--- src/rtl/evt_timer_pkg.sv ---
// Package: shared types and register addresses for the event counter/timer.
package evt_timer_pkg;

    typedef enum logic [1:0] {
        MODE_13     = 2'b00,
        MODE_16     = 2'b01,
        MODE_RELOAD = 2'b10,
        MODE_SPLIT  = 2'b11
    } tmr_mode_e;

    // Control byte layout, MSB first
    typedef struct packed {
        logic       run_hi;   // [7] split-mode high byte run
        logic       run;      // [6] main run
        logic [1:0] scale;    // [5:4] prescale select
        logic       fast;     // [3] 1: system clock tick
        logic       evt_cnt;  // [2] 1: count event pin edges
        tmr_mode_e  mode;     // [1:0]
    } tmr_ctrl_t;

    localparam logic [1:0] ADDR_CTRL = 2'd0;
    localparam logic [1:0] ADDR_LO   = 2'd1;
    localparam logic [1:0] ADDR_HI   = 2'd2;
    localparam logic [1:0] ADDR_CLR  = 2'd3;

endpackage

--- src/rtl/evt_timer_sync_edge.sv ---
// Two-flop synchronizer plus edge detector for an asynchronous input.
// Assumes the input holds each level for at least two clock cycles.
// RISING=1 flags low-to-high transitions, otherwise high-to-low.
module evt_timer_sync_edge #(
    parameter bit RISING = 1'b0
) (
    input  logic clk,
    input  logic rst_n,
    input  logic din,
    output logic edge_pulse
);
    localparam logic IDLE = RISING ? 1'b0 : 1'b1;

    logic s1, s2, s3;

    // Synchronize and keep one delayed copy for edge detection
    always_ff @(posedge clk) begin
        if (!rst_n) begin
            s1 <= IDLE;
            s2 <= IDLE;
            s3 <= IDLE;
        end else begin
            s1 <= din;
            s2 <= s1;
            s3 <= s2;
        end
    end

    // Edge flag from the synchronized pair
    always_comb edge_pulse = RISING ? (s2 & ~s3) : (s3 & ~s2);

    AST_EDGE_ONE_CYCLE: assert property (@(posedge clk) disable iff (!rst_n)
        edge_pulse |=> !edge_pulse);

endmodule

--- src/rtl/evt_timer_prescaler.sv ---
// Free-running prescaler. tick[i] pulses once per divisor period for scale
// code i; tick[3] pulses once per EXT_DIV external-clock rising edges.
// Assumes ext_rise is a one-cycle synchronized pulse.
module evt_timer_prescaler #(
    parameter int DIV_S0  = 12,
    parameter int DIV_S1  = 4,
    parameter int DIV_S2  = 48,
    parameter int EXT_DIV = 8
) (
    input  logic       clk,
    input  logic       rst_n,
    input  logic       ext_rise,
    output logic [3:0] tick
);
    localparam int EXT_W = $clog2(EXT_DIV);

    genvar gi;
    generate
        for (gi = 0; gi < 3; gi++) begin : g_div
            localparam int D = (gi == 0) ? DIV_S0 : (gi == 1) ? DIV_S1 : DIV_S2;
            localparam int W = $clog2(D);
            logic [W-1:0] cnt;

            // Count system cycles modulo the divisor
            always_ff @(posedge clk) begin
                if (!rst_n)                       cnt <= '0;
                else if (cnt == W'(D - 1))        cnt <= '0;
                else                              cnt <= cnt + W'(1);
            end

            always_comb tick[gi] = (cnt == W'(D - 1));
        end
    endgenerate

    logic [EXT_W-1:0] ext_cnt;

    // Count external rising edges modulo EXT_DIV
    always_ff @(posedge clk) begin
        if (!rst_n)        ext_cnt <= '0;
        else if (ext_rise) ext_cnt <= ext_cnt + EXT_W'(1);
    end

    always_comb tick[3] = ext_rise && (ext_cnt == EXT_W'(EXT_DIV - 1));

    generate
        if ((DIV_S2 % DIV_S0 == 0) && (DIV_S2 % DIV_S1 == 0)) begin : g_align
            AST_DIV_ALIGNED: assert property (@(posedge clk) disable iff (!rst_n)
                tick[2] |-> (tick[0] && tick[1]));
        end
    endgenerate

endmodule

--- src/rtl/evt_timer_core.sv ---
// Count register pair with mode decode, reload and sticky overflow flags.
// Assumes tick inputs are single-cycle pulses; writes beat increments.
module evt_timer_core
    import evt_timer_pkg::*;
#(
    parameter bit SPLIT_EN = 1'b1
) (
    input  logic      clk,
    input  logic      rst_n,
    input  tmr_mode_e mode,
    input  logic      run_lo,
    input  logic      run_hi,
    input  logic      tick_lo,
    input  logic      tick_hi,
    input  logic      wr_lo,
    input  logic      wr_hi,
    input  logic [7:0] wdata,
    input  logic      clr_ovf,
    input  logic      clr_ovf_hi,
    output logic [7:0] lo,
    output logic [7:0] hi,
    output logic      ovf,
    output logic      ovf_hi
);
    logic       inc_lo, inc_hi;
    logic [7:0] nlo, nhi;
    logic       set_ovf, set_ovf_hi;

    always_comb inc_lo = run_lo && tick_lo;
    always_comb inc_hi = run_hi && tick_hi;

    // Next count and overflow events per mode, writes override last
    always_comb begin
        nlo        = lo;
        nhi        = hi;
        set_ovf    = 1'b0;
        set_ovf_hi = 1'b0;
        unique case (mode)
            MODE_13: if (inc_lo) begin
                nlo = {lo[7:5], lo[4:0] + 5'd1};
                if (lo[4:0] == 5'h1F) begin
                    nhi     = hi + 8'd1;
                    set_ovf = (hi == 8'hFF);
                end
            end
            MODE_16: if (inc_lo) begin
                {nhi, nlo} = {hi, lo} + 16'd1;
                set_ovf    = ({hi, lo} == 16'hFFFF);
            end
            MODE_RELOAD: if (inc_lo) begin
                if (lo == 8'hFF) begin
                    nlo     = hi;
                    set_ovf = 1'b1;
                end else begin
                    nlo = lo + 8'd1;
                end
            end
            MODE_SPLIT: if (SPLIT_EN) begin
                if (inc_lo) begin
                    nlo     = lo + 8'd1;
                    set_ovf = (lo == 8'hFF);
                end
                if (inc_hi) begin
                    nhi        = hi + 8'd1;
                    set_ovf_hi = (hi == 8'hFF);
                end
            end
            default: ;
        endcase
        if (wr_lo) nlo = wdata;
        if (wr_hi) nhi = wdata;
    end

    // Register counts and sticky flags; a wrap beats a same-cycle clear
    always_ff @(posedge clk) begin
        if (!rst_n) begin
            lo     <= '0;
            hi     <= '0;
            ovf    <= 1'b0;
            ovf_hi <= 1'b0;
        end else begin
            lo     <= nlo;
            hi     <= nhi;
            ovf    <= set_ovf    ? 1'b1 : (clr_ovf    ? 1'b0 : ovf);
            ovf_hi <= set_ovf_hi ? 1'b1 : (clr_ovf_hi ? 1'b0 : ovf_hi);
        end
    end

    AST_WRITE_WINS: assert property (@(posedge clk) disable iff (!rst_n)
        wr_lo |=> (lo == $past(wdata)));
    AST_HOLD_STOPPED: assert property (@(posedge clk) disable iff (!rst_n)
        (!run_lo && !run_hi && !wr_lo && !wr_hi) |=> ($stable(lo) && $stable(hi)));
    AST_RELOAD: assert property (@(posedge clk) disable iff (!rst_n)
        (mode == MODE_RELOAD && inc_lo && lo == 8'hFF && !wr_lo && !wr_hi)
        |=> (lo == $past(hi) && ovf));
    AST_FLAG_STICKY: assert property (@(posedge clk) disable iff (!rst_n)
        (ovf && !clr_ovf) |=> ovf);
    AST_WRAP_16: assert property (@(posedge clk) disable iff (!rst_n)
        (mode == MODE_16 && inc_lo && lo == 8'hFF && hi == 8'hFF && !wr_lo && !wr_hi)
        |=> (lo == 8'h00 && hi == 8'h00 && ovf));

endmodule

--- src/rtl/evt_timer.sv ---
// Top of the event counter/timer: control register, write decode, input
// synchronizers, tick selection and the count core.
// Assumes evt_pin and ext_clk are asynchronous and slow (>= 2 cycles/level).
module evt_timer
    import evt_timer_pkg::*;
#(
    parameter bit SPLIT_EN = 1'b1,
    parameter int DIV_S0   = 12,
    parameter int DIV_S1   = 4,
    parameter int DIV_S2   = 48,
    parameter int EXT_DIV  = 8
) (
    input  logic       clk,
    input  logic       rst_n,
    input  logic       wr_en,
    input  logic [1:0] wr_addr,
    input  logic [7:0] wr_data,
    input  logic       evt_pin,
    input  logic       ext_clk,
    output logic [7:0] cnt_lo,
    output logic [7:0] cnt_hi,
    output logic       ovf_flag,
    output logic       ovf_hi_flag
);
    tmr_ctrl_t  ctrl;
    logic       wr_ctrl, wr_lo, wr_hi, wr_clr;
    logic       evt_fall, ext_rise;
    logic [3:0] presc_tick;
    logic       timer_tick, sel_tick;

    // Decode the write address
    always_comb begin
        wr_ctrl = wr_en && (wr_addr == ADDR_CTRL);
        wr_lo   = wr_en && (wr_addr == ADDR_LO);
        wr_hi   = wr_en && (wr_addr == ADDR_HI);
        wr_clr  = wr_en && (wr_addr == ADDR_CLR);
    end

    // Hold the control byte
    always_ff @(posedge clk) begin
        if (!rst_n)       ctrl <= '0;
        else if (wr_ctrl) ctrl <= tmr_ctrl_t'(wr_data);
    end

    evt_timer_sync_edge #(.RISING(1'b0)) u_evt_sync (
        .clk        (clk),
        .rst_n      (rst_n),
        .din        (evt_pin),
        .edge_pulse (evt_fall)
    );

    evt_timer_sync_edge #(.RISING(1'b1)) u_ext_sync (
        .clk        (clk),
        .rst_n      (rst_n),
        .din        (ext_clk),
        .edge_pulse (ext_rise)
    );

    evt_timer_prescaler #(
        .DIV_S0  (DIV_S0),
        .DIV_S1  (DIV_S1),
        .DIV_S2  (DIV_S2),
        .EXT_DIV (EXT_DIV)
    ) u_presc (
        .clk      (clk),
        .rst_n    (rst_n),
        .ext_rise (ext_rise),
        .tick     (presc_tick)
    );

    // Pick timing tick, then event or timing source for the main counter
    always_comb begin
        timer_tick = ctrl.fast ? 1'b1 : presc_tick[ctrl.scale];
        sel_tick   = ctrl.evt_cnt ? evt_fall : timer_tick;
    end

    evt_timer_core #(.SPLIT_EN(SPLIT_EN)) u_core (
        .clk        (clk),
        .rst_n      (rst_n),
        .mode       (ctrl.mode),
        .run_lo     (ctrl.run),
        .run_hi     (ctrl.run_hi && (ctrl.mode == MODE_SPLIT)),
        .tick_lo    (sel_tick),
        .tick_hi    (timer_tick),
        .wr_lo      (wr_lo),
        .wr_hi      (wr_hi),
        .wdata      (wr_data),
        .clr_ovf    (wr_clr && wr_data[0]),
        .clr_ovf_hi (wr_clr && wr_data[1]),
        .lo         (cnt_lo),
        .hi         (cnt_hi),
        .ovf        (ovf_flag),
        .ovf_hi     (ovf_hi_flag)
    );

    AST_CLEAR_WORKS: assert property (@(posedge clk) disable iff (!rst_n)
        (wr_clr && wr_data[1] && ctrl.mode != MODE_SPLIT) |=> !ovf_hi_flag);

endmodule

--- config.mk ---
export PLATFORM = sky130hd
export DESIGN_NAME = evt_timer
export DESIGN_NICKNAME = d
export VERILOG_FILES = /design/src/rtl/evt_timer_pkg.sv /design/src/rtl/evt_timer_sync_edge.sv /design/src/rtl/evt_timer_prescaler.sv /design/src/rtl/evt_timer_core.sv /design/src/rtl/evt_timer.sv
export SDC_FILE = /design/constraint.sdc
export NUM_CORES = 1
export LEC_CHECK = 0
export BUFFER_PORTS_ARGS = -buffer_cell sky130_fd_sc_hd__buf_2
export CAP_MARGIN = 20
export CORE_MARGIN = 10
export CORE_UTILIZATION = 55
export DETAILED_ROUTE_END_ITERATION = 7
export GPL_TIMING_DRIVEN = 0
export HOLD_SLACK_MARGIN = 0.12
export PLACE_DENSITY_LB_ADDON = 0.3
export SYNTH_ARGS = -nofsm -noshare
export SYNTH_HDL_FRONTEND = slang
export SYNTH_SLANG_ARGS = --single-unit
--- constraint.sdc ---
create_clock -name clk -period 3.31 [get_ports clk]
set_clock_uncertainty 0.05 [all_clocks]
set_input_delay 0 -clock clk [delete_from_list [all_inputs] [get_ports clk]]
set_output_delay 0 -clock clk [all_outputs]
set_load 0.05 [all_outputs]
Word level (Yosys, flattened, before mapping)
Index checks and enable logic that the tools add are counted.
- bits of input ports: 15
- bits in registers: 47
- output and inout bits: 18
- muxes and demuxes: 30
- bitwise operators: 5
- reductions and logical operators: 21
- order comparisons: 1
- equal/unequal tests: 23
- add/subtract/negate cells: 8
- operators by type and width (operator ; number):
    8-bit 2-to-1 mux ; 10
    8-bit case mux with 4 select lines ; 1
    3-bit by 1-bit inequality test with 1-bit output (second input constant) ; 8
    8-bit case mux with 3 select lines ; 1
    16-bit by 1-bit adder with 16-bit output (second input constant) ; 1
    8-bit by 1-bit adder with 8-bit output (second input constant) ; 2
    16-bit == test (second input constant) ; 1
    8-bit == test (second input constant) ; 2
    1-bit 2-to-1 mux ; 15
    2-bit == test (second input constant) ; 5
    1-bit logical AND ; 10
    4-bit AND reduction ; 2
    6-bit by 1-bit adder with 6-bit output (second input constant) ; 1
    6-bit == test (second input constant) ; 1
    2-bit OR reduction ; 3
    5-bit by 1-bit adder with 5-bit output (second input constant) ; 1
    5-bit == test (second input constant) ; 1
    5-bit 2-to-1 mux ; 1
    5-bit AND reduction ; 1
    4-bit by 1-bit adder with 4-bit output (second input constant) ; 1
    2-bit by 1-bit == test with 1-bit output (second input constant) ; 2
    4-bit == test (second input constant) ; 1
    2-bit logical NOT ; 2
    1-bit case mux with 4 select lines ; 1
    10 further kinds ; 14

Longest topological paths before layout
Gate-level depths: netlist of the first run.
- depth in word-level cells: 11
- depth in mapped cells: 9
- gate-level depth less buffers: 8

Cells and area by module
Synthesis of the first run repeated with hierarchy kept, for this count alone.
- cell total of the unflattened synthesis: 284
- area, all modules: 2519.9 um^2
- by module, submodules not included (module ; cells each ; area an instance (um^2) ; times used):
    evt_timer_core ; 174 ; 1333.8 ; 1
    evt_timer_prescaler ; 61 ; 625.6 ; 1
    evt_timer ; 35 ; 382.9 ; 1
    evt_timer_sync_edge at u_ext_sync ; 7 ; 92.6 ; 1
    evt_timer_sync_edge at u_evt_sync ; 7 ; 85.1 ; 1

Worst setup path after synthesis of the first run
Ideal clock, no wire load.
- kind: reg-to-reg
- from: register u_core.lo[0]
- to: register u_core.hi[4]
- cell stages (with the launch flop): 10
- data required time: 3186 ps
- path slack: 396 ps
- path buffers: 1
- setup time: 74 ps
- clock period less this slack: 2914 ps
- arrival: 2789 ps
- path through: dfxtp_1 > ha_1 > and3_1 > ha_1 > nor2_1 > or4_4 > and3_1 > buf_6 > or4_1 > a31oi_1
- word-level cells in the longest chain between the ends: 4
- elaborated cells on any way between the ends: 7
- classes of those cells: 1 x add/sub; 2 x eq/ne; 3 x mux; 1 x reduce/logical
- RTL lines (element ; line ; source):
    from (decl) ; evt_timer_core.sv:20 ; output logic [7:0] lo,
    from (signal assigned) ; evt_timer_core.sv:82 ; lo <= nlo;
    16-bit by 1-bit adder with 16-bit output ; evt_timer_core.sv:47 ; {nhi, nlo} = {hi, lo} + 16'd1;
    8-bit 2-to-1 mux ; evt_timer_core.sv:46 ; MODE_16: if (inc_lo) begin
    8-bit case mux with 3 select lines ; evt_timer_core.sv:38 ; unique case (mode)
    8-bit 2-to-1 mux ; evt_timer_core.sv:71 ; if (wr_hi) nhi = wdata;
    to (signal assigned) ; evt_timer_core.sv:83 ; hi <= nhi;
    to (decl) ; evt_timer_core.sv:21 ; output logic [7:0] hi,
Several ways; a longest one is shown, not always the timed one. The select of a mux whose other input is x is not followed.
A chain may end at the register's enable or synchronous reset.

Final worst setup path of the first run
- from: register u_presc.ext_cnt[0]
- to: register u_core.lo[1]
- word-level cells in the longest chain between the ends: 9
- elaborated cells on any way between the ends: 12
- classes of those cells: 5 x eq/ne; 4 x mux; 3 x reduce/logical
- RTL lines (element ; line ; source):
    from (decl) ; evt_timer_prescaler.sv:35 ; logic [EXT_W-1:0] ext_cnt;
    from (signal assigned) ; evt_timer_prescaler.sv:40 ; else if (ext_rise) ext_cnt <= ext_cnt + EXT_W'(1);
    3-bit == test * ; evt_timer_prescaler.sv:43 ; always_comb tick[3] = ext_rise && (ext_cnt == EXT_W'(EXT_DIV - 1));
    1-bit logical AND * ; evt_timer_prescaler.sv:43 ;
    1-bit binary-select mux with 2-bit select * ; evt_timer.sv:73 ; timer_tick = ctrl.fast ? 1'b1 : presc_tick[ctrl.scale];
    1-bit 2-to-1 mux (implied by the code) * ; evt_timer.sv:73 ;
    1-bit 2-to-1 mux * ; evt_timer.sv:73 ;
    1-bit 2-to-1 mux * ; evt_timer.sv:74 ; sel_tick = ctrl.evt_cnt ? evt_fall : timer_tick;
    1-bit logical AND * ; evt_timer_core.sv:29 ; always_comb inc_lo = run_lo && tick_lo;
    3-bit by 1-bit inequality test with 1-bit output (no line) ; -- ;
    4-bit AND reduction (no line) * ; -- ;
Every way passes the cells marked *; elsewhere a longest branch is shown, timed or not. The select of a mux whose other input is x is not followed.

==> impl_metrics.py, run 1 <==
metrics = {
    "min_path": {
        "hold_end": "u_evt_sync.s1",
        "hold_path.class": "in2reg",
        "min_path_cells": 3,
        "hold_path.startpoint": "evt_pin",
    },
    "global_routing": {
        "grtUsageMet1_pct": 23.3,
        "first_global_vias": 2299,
        "grt_pass1_wl_um": 11300,
        "grt_max_degree": 17,
        "antenna_found_initial": 0,
        "use_met2_pct": 29.7,
        "use_met3_pct": 4.64,
        "grt_overflow": 0,
        "gr-usage-all-layers_pct": 18.4,
        "top_usage_layer": "met2",
    },
    "setup_path": {
        "reg2reg_depth": 9,
        "cp-end-kind": "flip-flop",
        "cpMostUsedCell": "ha_1",
        "worst_ep_arrival_time_ns": 3.34,
        "crit_path_cell_trace": "ha_1 -> ha_1 -> and3_1 -> a2111oi_0 -> a21bo_2 -> buf_2 -> nand4_1 -> o311ai_0 -> dlygate4sd3_1",
        "r2r-end": "u_core.lo[1]",
        "startpoint_type": "flip-flop",
        "r2r_slack_ns": 0.17,
        "cpPeakStageDelay_ns": 0.83,
        "critPathMaxFanout": 9,
        "r2r_start": "u_presc.ext_cnt[0]",
        "crit_type": "reg2reg",
        "cp.required_ns": 3.52,
        "crit_path_top_delay_cell": "a2111oi_0",
    },
    "final_layout": {
        "drive_gt1_share_pct": 15.9,
        "postLayoutCoreUtil_pct": 68.1,
        "area_growth_pct": 19.0,
        "fillers": 373,
        "final_nets": 361,
        "multi_input_area_sq_mm": 0.00149,
        "num_antenna_cells": 0,
        "ff_latch_area_sq_um": 941,
    },
    "logic_synthesis": {
        "synth_top_cell_area_share_pct": 37.5,
        "syn_area_per_cell_sq_um": 8.87,
        "synth_top_area_cell": "dfxtp_1",
        "yosysUniqueCellTypes": 58,
        "synth-adder-area-share_pct": 3.99,
        "ys_ff_latch": 47,
        "yosys.area_share.simple_pct": 28.0,
        "synth_compound_area_share_pct": 19.3,
        "muxShareOfSynthArea_pct": 4.89,
        "synth_most_common_cell": "dfxtp_1",
        "synth_commonest_cells": "dfxtp_1 (47), nor2_1 (19), o21ai_0 (17)",
        "async_reset_ff_share_pct": 0,
        "synthesis.area_sq_mm": 0.00251,
        "yosysSeqAreaShare_pct": 37.5,
        "ys_warn_count": 0,
        "synth_nets": 306,
        "synth_top_family_by_area": "simple AND/OR/NAND/NOR gates",
        "synth_edf_count": 0,
        "synth_ff_type": "dfxtp_1",
        "netlist_top_cells_area": "dfxtp_1 (37%), ha_1 (4.0%), mux2i_1 (4.0%), o21ai_0 (3.4%), nor2b_1 (3.0%)",
        "synth_xor_area_share_pct": 3.14,
        "netlist_instances": 283,
    },
    "timing": {
        "post-route-period-util_pct": 94.8,
        "rsz0062_at_grt": "no",
        "fin_crit_ns": 3.14,
        "tns_ns": 0,
        "setup_viol": 0,
        "hold_violations": 0,
        "relSlewSlack_pct": 36.7,
        "drv_slew": 0,
        "fmax_ghz": 0.319,
        "setup_ws_ns": 0.174,
        "worstMarginPinSlew_ns": 0.947,
    },
    "floorplan": {
        "start_util_pct": 57.2,
        "die_height_um": 87.6,
        "row_count": 24,
        "die_w_um": 87.6,
        "io_pins": 33,
        "die_area_sq_mm": 0.00767,
        "coreArea_sq_mm": 0.00438,
    },
    "routing": {
        "wire_per_inst_um": 18.0,
        "firstDrtPassIters": 5,
        "drc": 0,
        "routed_wl_um": 7050,
        "ant_nets": 0,
        "viasPerCell": 6.37,
        "drt_iter0_drc": 298,
        "dr_total_vias": 2492,
    },
    "power_and_ir_drop": {
        "p_comb_share_pct": 14.5,
        "p_leak_nw": 1.16,
        "p_seq_share_pct": 53.7,
        "powerDensity_mw_per_mm2": 385,
        "netSwitchingFraction_pct": 29.7,
        "power_switching_uw": 342,
        "vdd_drop_max_mv": 0.233,
        "intPower_uw": 808,
        "clockPowerShare_pct": 31.8,
    },
    "placed_design": {
        "port_buffers": 32,
        "detailed_place_hpwl_um": 4900,
        "pre_cts_ws_ns": 0.476,
        "gp_congestion": 0.946,
    },
    "clock_tree": {
        "htreeDepth": 2,
        "cts_tree": "yes",
        "clock-sinks": 47,
        "clk_pin_slew_ns": 0.09,
        "cts-root-buf": "clkbuf_8",
        "clock_latency_ns": 0.31,
        "cts_buffer_depth": 2,
        "cts_buffers": 5,
        "cts_resized": 0,
    },
    "flow_run": {
        "drv_cap": 0,
    },
    "status": {
        "status": "completed",
    },
}
worst max-delay path, delay by kind of cell (launching register included):
family / cells / cell delay [ns]
simple gates: 2 / 0.33
fa+ha+maj: 2 / 0.37
buf+inv: 2 / 0.78
flops: 1 / 0.33
compound gates: 3 / 1.21
timing repair:
item                      CTS  global route
setup buffers               0             0
hold buffers               16             0
hold endpoints to repair   28             0
layout by cell type, fill, tap and decap left out, types with 2 or more instances in the layout:
cell type and instances:
dfxtp_1 47, buf_2 33, nor2_1 19, o21ai_0 17, dlygate4sd3_1 16, nand2_1 14
nand3_1 13, nor2b_1 12, mux2i_1 10, clkbuf_1 9, and3_1 8, a31oi_1 8
and2_1 8, ha_1 8, nand2b_1 7, nand4_1 7, inv_1 6, a211oi_1 6
xor2_1 5, nor3b_1 5, or4_1 5, o31ai_1 5, clkbuf_8 5, xnor2_1 4
a21oi_1 4, o211ai_1 4, or2_2 3, a21boi_0 3, nor3_1 3, a41oi_1 3
buf_1 2, nand3b_1 2, and3b_1 2, a21o_1 2, o311ai_0 2, mux2_2 2
and4_1 2, nor4_1 2, a2bb2oi_1 2
routing by layer:
metal  share of wire, %  vias up  wire (um)
met3                9.5       14        673
met2                 47      142       3320
met5                  0        -          0
met4                1.9        0        135
li1                   -     1168          -
met1                 41     1168       2920
state kept, by name (all words and copies together), names as in the netlist, 3 cells and up:
name,cells
u_core.hi,8
u_presc.g_div.cnt,12
ctrl,8
u_presc.ext_cnt,3
u_core.lo,8
per-stage QoR:
step | instance area [sq um] | hold WS (ns) | cells | power, mW
final | 2990 | 0.363 | 391 | 1.15
after global routing | 2990 | 0.370 | 391 | 1.18
after CTS | 2990 | 0.354 | 391 | 1.14
after detailed placement | 2740 | 0.145 | 367 | 0.778
after global placement | 2740 | 0.134 | 367 | 0.773
after floorplan | 2510 | 0.0515 | 283 | 0.728
power by group through the flow:
stage	Combinational (mW)	Sequential, mW	Clock (mW)
3_5_place_dp	0.149	0.630	0
6_report	0.166	0.618	0.366
4_1_cts	0.164	0.617	0.364
5_1_grt	0.181	0.621	0.379
2_1_floorplan	0.0745	0.653	0
3_3_place_gp	0.145	0.628	0
logic make-up (layout without fill, tap and decap cells):
family | count (synthesis) | in the layout
DFF | 47 | 47
xor gates and xnor gates | 9 | 9
muxes | 12 | 12
and+or+nand+nor | 119 | 119
adders and majority gates | 8 | 8
AOI/OAI and AO/OA | 69 | 69
buffers and inverters | 19 | 75
worst max-delay path by stage:
stage | from | endpoint | depth (start not counted)
floorplan | u_core.lo[0] | u_core.hi[4] | 9
global placement | u_core.lo[0] | u_core.hi[6] | 9
detailed placement | u_core.lo[0] | u_core.hi[4] | 9
CTS | u_presc.ext_cnt[0] | u_core.lo[4] | 9
global route | u_core.lo[0] | u_core.lo[4] | 6
finish | u_presc.ext_cnt[0] | u_core.lo[1] | 9
layout make-up:
| type | instances | area share [%] |
|---|---|---|
| Buffer | 13 | 1.93 |
| Clock buffer | 5 | 2.30 |
| Clock inverter | 3 | 0.754 |
| Sequential cell | 47 | 31.5 |
| Tap cell | 52 | 2.18 |
| Timing Repair Buffer | 48 | 10.7 |
| Inverter | 6 | 0.754 |
| Multi-Input combinational cell | 217 | 49.9 |
No activity file was read; power rests on OpenSTA's default activity.
==> run 2: changes to the inputs <==
CORE_UTILIZATION = 57   (was 55)
==> impl_metrics.py, run 2 (same netlist as run 1, synthesis figures left out) <==
metrics = {
    "status": {
        "status": "completed",
    },
    "final_layout": {
        "final_cell_mix": "dfxtp_1 (47), buf_2 (33), nor2_1 (19), o21ai_0 (17), dlygate4sd3_1 (17)",
        "design_area_sq_mm": 0.00303,
        "ff_latch_area_sq_um": 941,
        "num_antenna_cells": 0,
        "largest_reg_flops": 12,
        "postLayoutCoreUtil_pct": 70.6,
        "final_nets": 362,
        "regMostFlops": "u_presc.g_div.cnt",
        "fin_cells": 392,
        "drive_gt1_share_pct": 16.2,
        "fillers": 335,
        "area_growth_pct": 20.8,
        "final_common_cell": "dfxtp_1",
        "multi_input_area_sq_mm": 0.00150,
    },
    "setup_path": {
        "crit_path_top_delay_cell": "a211oi_1",
        "cp-end-kind": "flip-flop",
        "cp_top_family": "compound AO/OA/AOI/OAI gates",
        "startpoint": "u_core.lo[0]",
        "startpoint_type": "flip-flop",
        "r2r_start": "u_core.lo[0]",
        "cp.required_ns": 3.48,
        "crit_path_cell_trace": "ha_1 -> and3_1 -> ha_1 -> nor2_1 -> a211oi_1 -> o21ai_0 -> or4_1 -> a31oi_1",
        "cpMostUsedCell": "ha_1",
        "crit_type": "reg2reg",
        "path_depth": 8,
        "r2r_slack_ns": 0.39,
        "critPathMaxFanout": 9,
        "reg2reg_depth": 8,
        "cp_num_buf_inv": 0,
        "worst_ep_arrival_time_ns": 3.09,
        "cpPeakStageDelay_ns": 0.51,
    },
    "routing": {
        "drc": 0,
        "viasPerCell": 6.30,
        "firstDrtPassIters": 5,
        "ant_nets": 0,
        "routed_wl_um": 6810,
        "wire_per_inst_um": 17.4,
        "dr_total_vias": 2469,
        "drt_iter0_drc": 240,
    },
    "min_path": {
        "min_path_cells": 4,
        "hold_path.class": "in2reg",
        "hold_path.startpoint": "rst_n",
    },
    "flow_run": {
        "drv_cap": 0,
    },
    "placed_design": {
        "dpl.cell_count": 367,
        "gp_congestion": 0.921,
        "dpl-instance-area_sq_mm": 0.00274,
        "pre_cts_ws_ns": 0.517,
        "port_buffers": 32,
        "detailed_place_hpwl_um": 4810,
    },
    "timing": {
        "relSlewSlack_pct": 45.9,
        "setup_ws_ns": 0.392,
        "rsz0062_at_grt": "no",
        "fmax_ghz": 0.343,
        "post-route-period-util_pct": 88.2,
        "setup_viol": 0,
        "tns_ns": 0,
        "drv_slew": 0,
        "fin_crit_ns": 2.92,
        "hold_violations": 0,
        "worstMarginPinSlew_ns": 0.805,
        "whs_ns": 0.172,
    },
    "clock_tree": {
        "htreeDepth": 2,
        "clock_latency_ns": 0.30,
        "cts_buffers": 5,
        "clk_pin_slew_ns": 0.09,
        "cts_buffer_depth": 2,
        "cts_tree": "yes",
        "clock-sinks": 47,
        "cts-root-buf": "clkbuf_8",
    },
    "global_routing": {
        "grt_overflow": 0,
        "antenna_found_initial": 0,
        "grtUsageMet1_pct": 24.0,
        "grt_max_degree": 16,
        "top_usage_layer": "met2",
        "use_met3_pct": 4.03,
        "first_global_vias": 2401,
        "gr-usage-all-layers_pct": 18.5,
        "grt_pass1_wl_um": 11400,
        "use_met2_pct": 28.7,
    },
    "floorplan": {
        "io_pins": 33,
        "die_height_um": 86.4,
        "coreArea_sq_mm": 0.00429,
        "die_w_um": 86.4,
        "start_util_pct": 58.4,
        "row_count": 24,
        "die_area_sq_mm": 0.00746,
    },
    "power_and_ir_drop": {
        "total_power_mw": 1.21,
        "p_leak_nw": 1.18,
        "powerDensity_mw_per_mm2": 397,
        "vdd_drop_max_mv": 0.281,
    },
}
[run 2: cell types whose count changed in the layout (fill, tap and decap cells not counted)]
cell,previous run,this run
inv_6,1,0
nor4b_2,1,0
a2111oi_2,0,1
bufinv_16,0,1
nor4b_4,0,1
dlygate4sd3_1,16,17
a2111oi_0,1,0
[run 2: worst reg2reg max path: cells and delay by family (launching register included)]
family | cells | cell delay, ns
AO/OA/AOI/OAI | 3 | 0.99
AND/OR/NAND/NOR | 3 | 0.74
adder cells (fa/ha/maj) | 2 | 0.56
flip-flops | 1 | 0.50
[run 2: what timing repair did]
| item | in CTS | in global routing |
|---|---|---|
| buffers inserted | 0 | 0 |
| hold buffers | 17 | 0 |
| resized for setup | 0 | 3 |
| endpoints found under the setup margin | 0 | 4 |
| hold endpoints to repair | 28 | 0 |
[run 2: final timing paths]
check / to
max reg2reg: u_core.hi[2]
max: u_core.hi[2]
min reg2reg: u_evt_sync.s2
min: u_core.lo[5]
[run 2: cell type report]
type / count / share of cell area [%]
Multi-Input combinational cell: 217 / 49.6
Tap cell: 52 / 2.15
Timing Repair Buffer: 49 / 10.9
Inverter: 6 / 0.743
Clock buffer: 5 / 2.27
Buffer: 13 / 1.90
Sequential cell: 47 / 31.0
Clock inverter: 3 / 1.44
[run 2: power by group]
part / internal (mW) / switching, mW / total, mW / leakage, nW
logic: 0.0667 / 0.100 / 0.167 / 0.742
clock network: 0.225 / 0.196 / 0.421 / 0.0581
registers: 0.591 / 0.0260 / 0.617 / 0.384
total: 0.882 / 0.323 / 1.21 / 1.18
[run 2: layer usage]
layer	vias up	wire length, um
met5	-	0
met4	0	235
met3	27	530
met2	125	3050
met1	1143	2990
li1	1174	-
==> run 3: changes to the inputs <==
CTS_CLUSTER_SIZE = 10   (was default)
GPL_TIMING_DRIVEN = default   (was 0)
==> impl_metrics.py, run 3 (same netlist as run 1, synthesis figures left out) <==
metrics = {
    "power_and_ir_drop": {
        "intPower_uw": 801,
        "vdd_drop_max_mv": 0.360,
        "p_seq_share_pct": 55.6,
        "powerDensity_mw_per_mm2": 381,
        "p_leak_nw": 1.13,
        "power_switching_uw": 309,
        "p_comb_share_pct": 14.1,
        "netSwitchingFraction_pct": 27.9,
        "clockPowerShare_pct": 30.3,
    },
    "final_layout": {
        "fillers": 346,
        "ff_latch_area_sq_um": 941,
        "final_nets": 348,
        "final_cell_mix": "dfxtp_1 (47), buf_2 (32), nor2_1 (19), o21ai_0 (17), nand2_1 (14)",
        "num_antenna_cells": 0,
        "largest_reg_flops": 12,
        "area_growth_pct": 16.2,
        "regMostFlops": "u_presc.g_div.cnt",
        "drive_gt1_share_pct": 16.6,
        "design_area_sq_mm": 0.00292,
        "multi_input_area_sq_mm": 0.00149,
        "final_common_cell": "dfxtp_1",
    },
    "routing": {
        "viasPerCell": 6.10,
        "firstDrtPassIters": 4,
        "routed_wl_um": 6120,
        "ant_nets": 0,
        "drt_iter0_drc": 247,
        "wire_per_inst_um": 16.2,
        "dr_total_vias": 2306,
        "drc": 0,
    },
    "status": {
        "status": "completed",
    },
    "floorplan": {
        "coreArea_sq_mm": 0.00429,
        "die_height_um": 86.4,
        "row_count": 24,
        "start_util_pct": 58.4,
        "die_area_sq_mm": 0.00746,
        "io_pins": 33,
        "die_w_um": 86.4,
    },
    "setup_path": {
        "crit_type": "reg2reg",
        "startpoint_type": "flip-flop",
        "reg2reg_depth": 8,
        "worst_ep_arrival_time_ns": 2.97,
        "crit_path_cell_trace": "ha_1 -> and3_1 -> ha_1 -> nor2_1 -> or4_4 -> and3_1 -> or4_1 -> a31oi_1",
        "r2r_start": "u_core.lo[0]",
        "cp.required_ns": 3.49,
        "cpPeakStageDelay_ns": 0.50,
        "r2r_slack_ns": 0.52,
        "critPathMaxFanout": 11,
        "r2r-end": "u_core.hi[5]",
        "cp-end-kind": "flip-flop",
        "crit_path_top_delay_cell": "or4_1",
    },
    "timing": {
        "tns_ns": 0,
        "relSlewSlack_pct": 51.6,
        "worstMarginPinSlew_ns": 0.719,
        "hold_violations": 0,
        "setup_viol": 0,
        "drv_slew": 0,
        "post-route-period-util_pct": 84.2,
        "fmax_ghz": 0.359,
        "rsz0062_at_grt": "no",
        "fin_crit_ns": 2.79,
    },
    "placed_design": {
        "gp_congestion": 0.990,
        "detailed_place_hpwl_um": 4450,
        "port_buffers": 32,
        "dpl-instance-area_sq_mm": 0.00270,
    },
    "clock_tree": {
        "clock-sinks": 47,
        "cts-root-buf": "clkbuf_8",
        "clk_pin_slew_ns": 0.09,
        "htreeDepth": 2,
        "cts_buffers": 5,
        "clock_latency_ns": 0.30,
        "cts_tree": "yes",
        "cts_resized": 0,
        "cts_buffer_depth": 2,
    },
    "global_routing": {
        "grt_pass1_wl_um": 10300,
        "use_met2_pct": 25.4,
        "top_usage_layer": "met2",
        "use_met3_pct": 3.94,
        "first_global_vias": 2149,
        "grtUsageMet1_pct": 22.0,
        "antenna_found_initial": 0,
        "grt_max_degree": 48,
        "gr-usage-all-layers_pct": 16.5,
        "grt_overflow": 0,
    },
    "min_path": {
        "min_path_cells": 2,
        "hold_end": "u_evt_sync.s1",
        "hold_path.startpoint": "rst_n",
        "hold_path.class": "in2reg",
    },
    "flow_run": {
        "drv_cap": 0,
    },
}
## run 3: changes by cell type in the layout (fill, tap and decap cells not counted), moves of 2 or more
cell / delta
buf_1: -2
clkbuf_1: -8
dlygate4sd3_1: -4
buf_4: +3
## run 3: routing by layer
layer,vias up,part of all wire [%],routed length (um)
li1,1143,-,-
met1,1084,45,2780
met2,70,46,2810
met3,9,7.1,434
met4,0,1.7,104
met5,-,0,0
## run 3: cell type report
class,count,share of cell area (%)
clock buffer,6,2.49
clock inverter,2,0.429
inverter,6,0.773
multi-input combinational,217,51.1
sequential,47,32.3
tap,52,2.23
timing repair buffer,48,10.7
## run 3: power groups by stage
stage	clock network, mW	registers [mW]	logic (mW)
floorplan	0	0.653	0.0745
global placement	0	0.630	0.141
finish	0.336	0.618	0.157
detailed placement	0	0.631	0.144
global route	0.365	0.623	0.171
CTS	0.349	0.618	0.156
## run 3: worst max-delay path by stage
stage / end / slack (ns) / from / depth (start not counted)
final: u_core.hi[5] / 0.52 / u_core.lo[0] / 8
after global routing: u_core.hi[2] / 0.36 / u_core.lo[0] / 8
after CTS: u_core.hi[5] / 0.54 / u_core.lo[0] / 8
after detailed placement: u_core.hi[5] / 0.58 / u_core.lo[0] / 8
after global placement: u_core.hi[5] / 0.68 / u_core.lo[0] / 8
after floorplan: u_core.hi[4] / 0.40 / u_core.lo[0] / 9
## run 3: through the flow
stage	power [mW]	std cells	setup slack, ns	utilization, %	hold WS [ns]
final	1.11	378	0.523	67.9	0.169
after global placement	0.771	357	0.676	62.9	0.141
after floorplan	0.728	283	0.396	-	0.0515
after detailed placement	0.775	357	0.580	62.9	0.142
after CTS	1.12	378	0.543	67.9	0.170
after global routing	1.16	378	0.359	67.9	0.212
## run 3: critical path, delay by kind of cell, from the launching register on
kind                       cells  cell delay (ns)
adders and majority gates      2             0.51
and+or+nand+nor                5             1.50
DFF                            1             0.48
AOI/OAI and AO/OA              1             0.16
## run 3: repair_timing
item	CTS	global route
endpoints found under the hold margin	28	0
buffers inserted	0	0
hold buffers	13	0
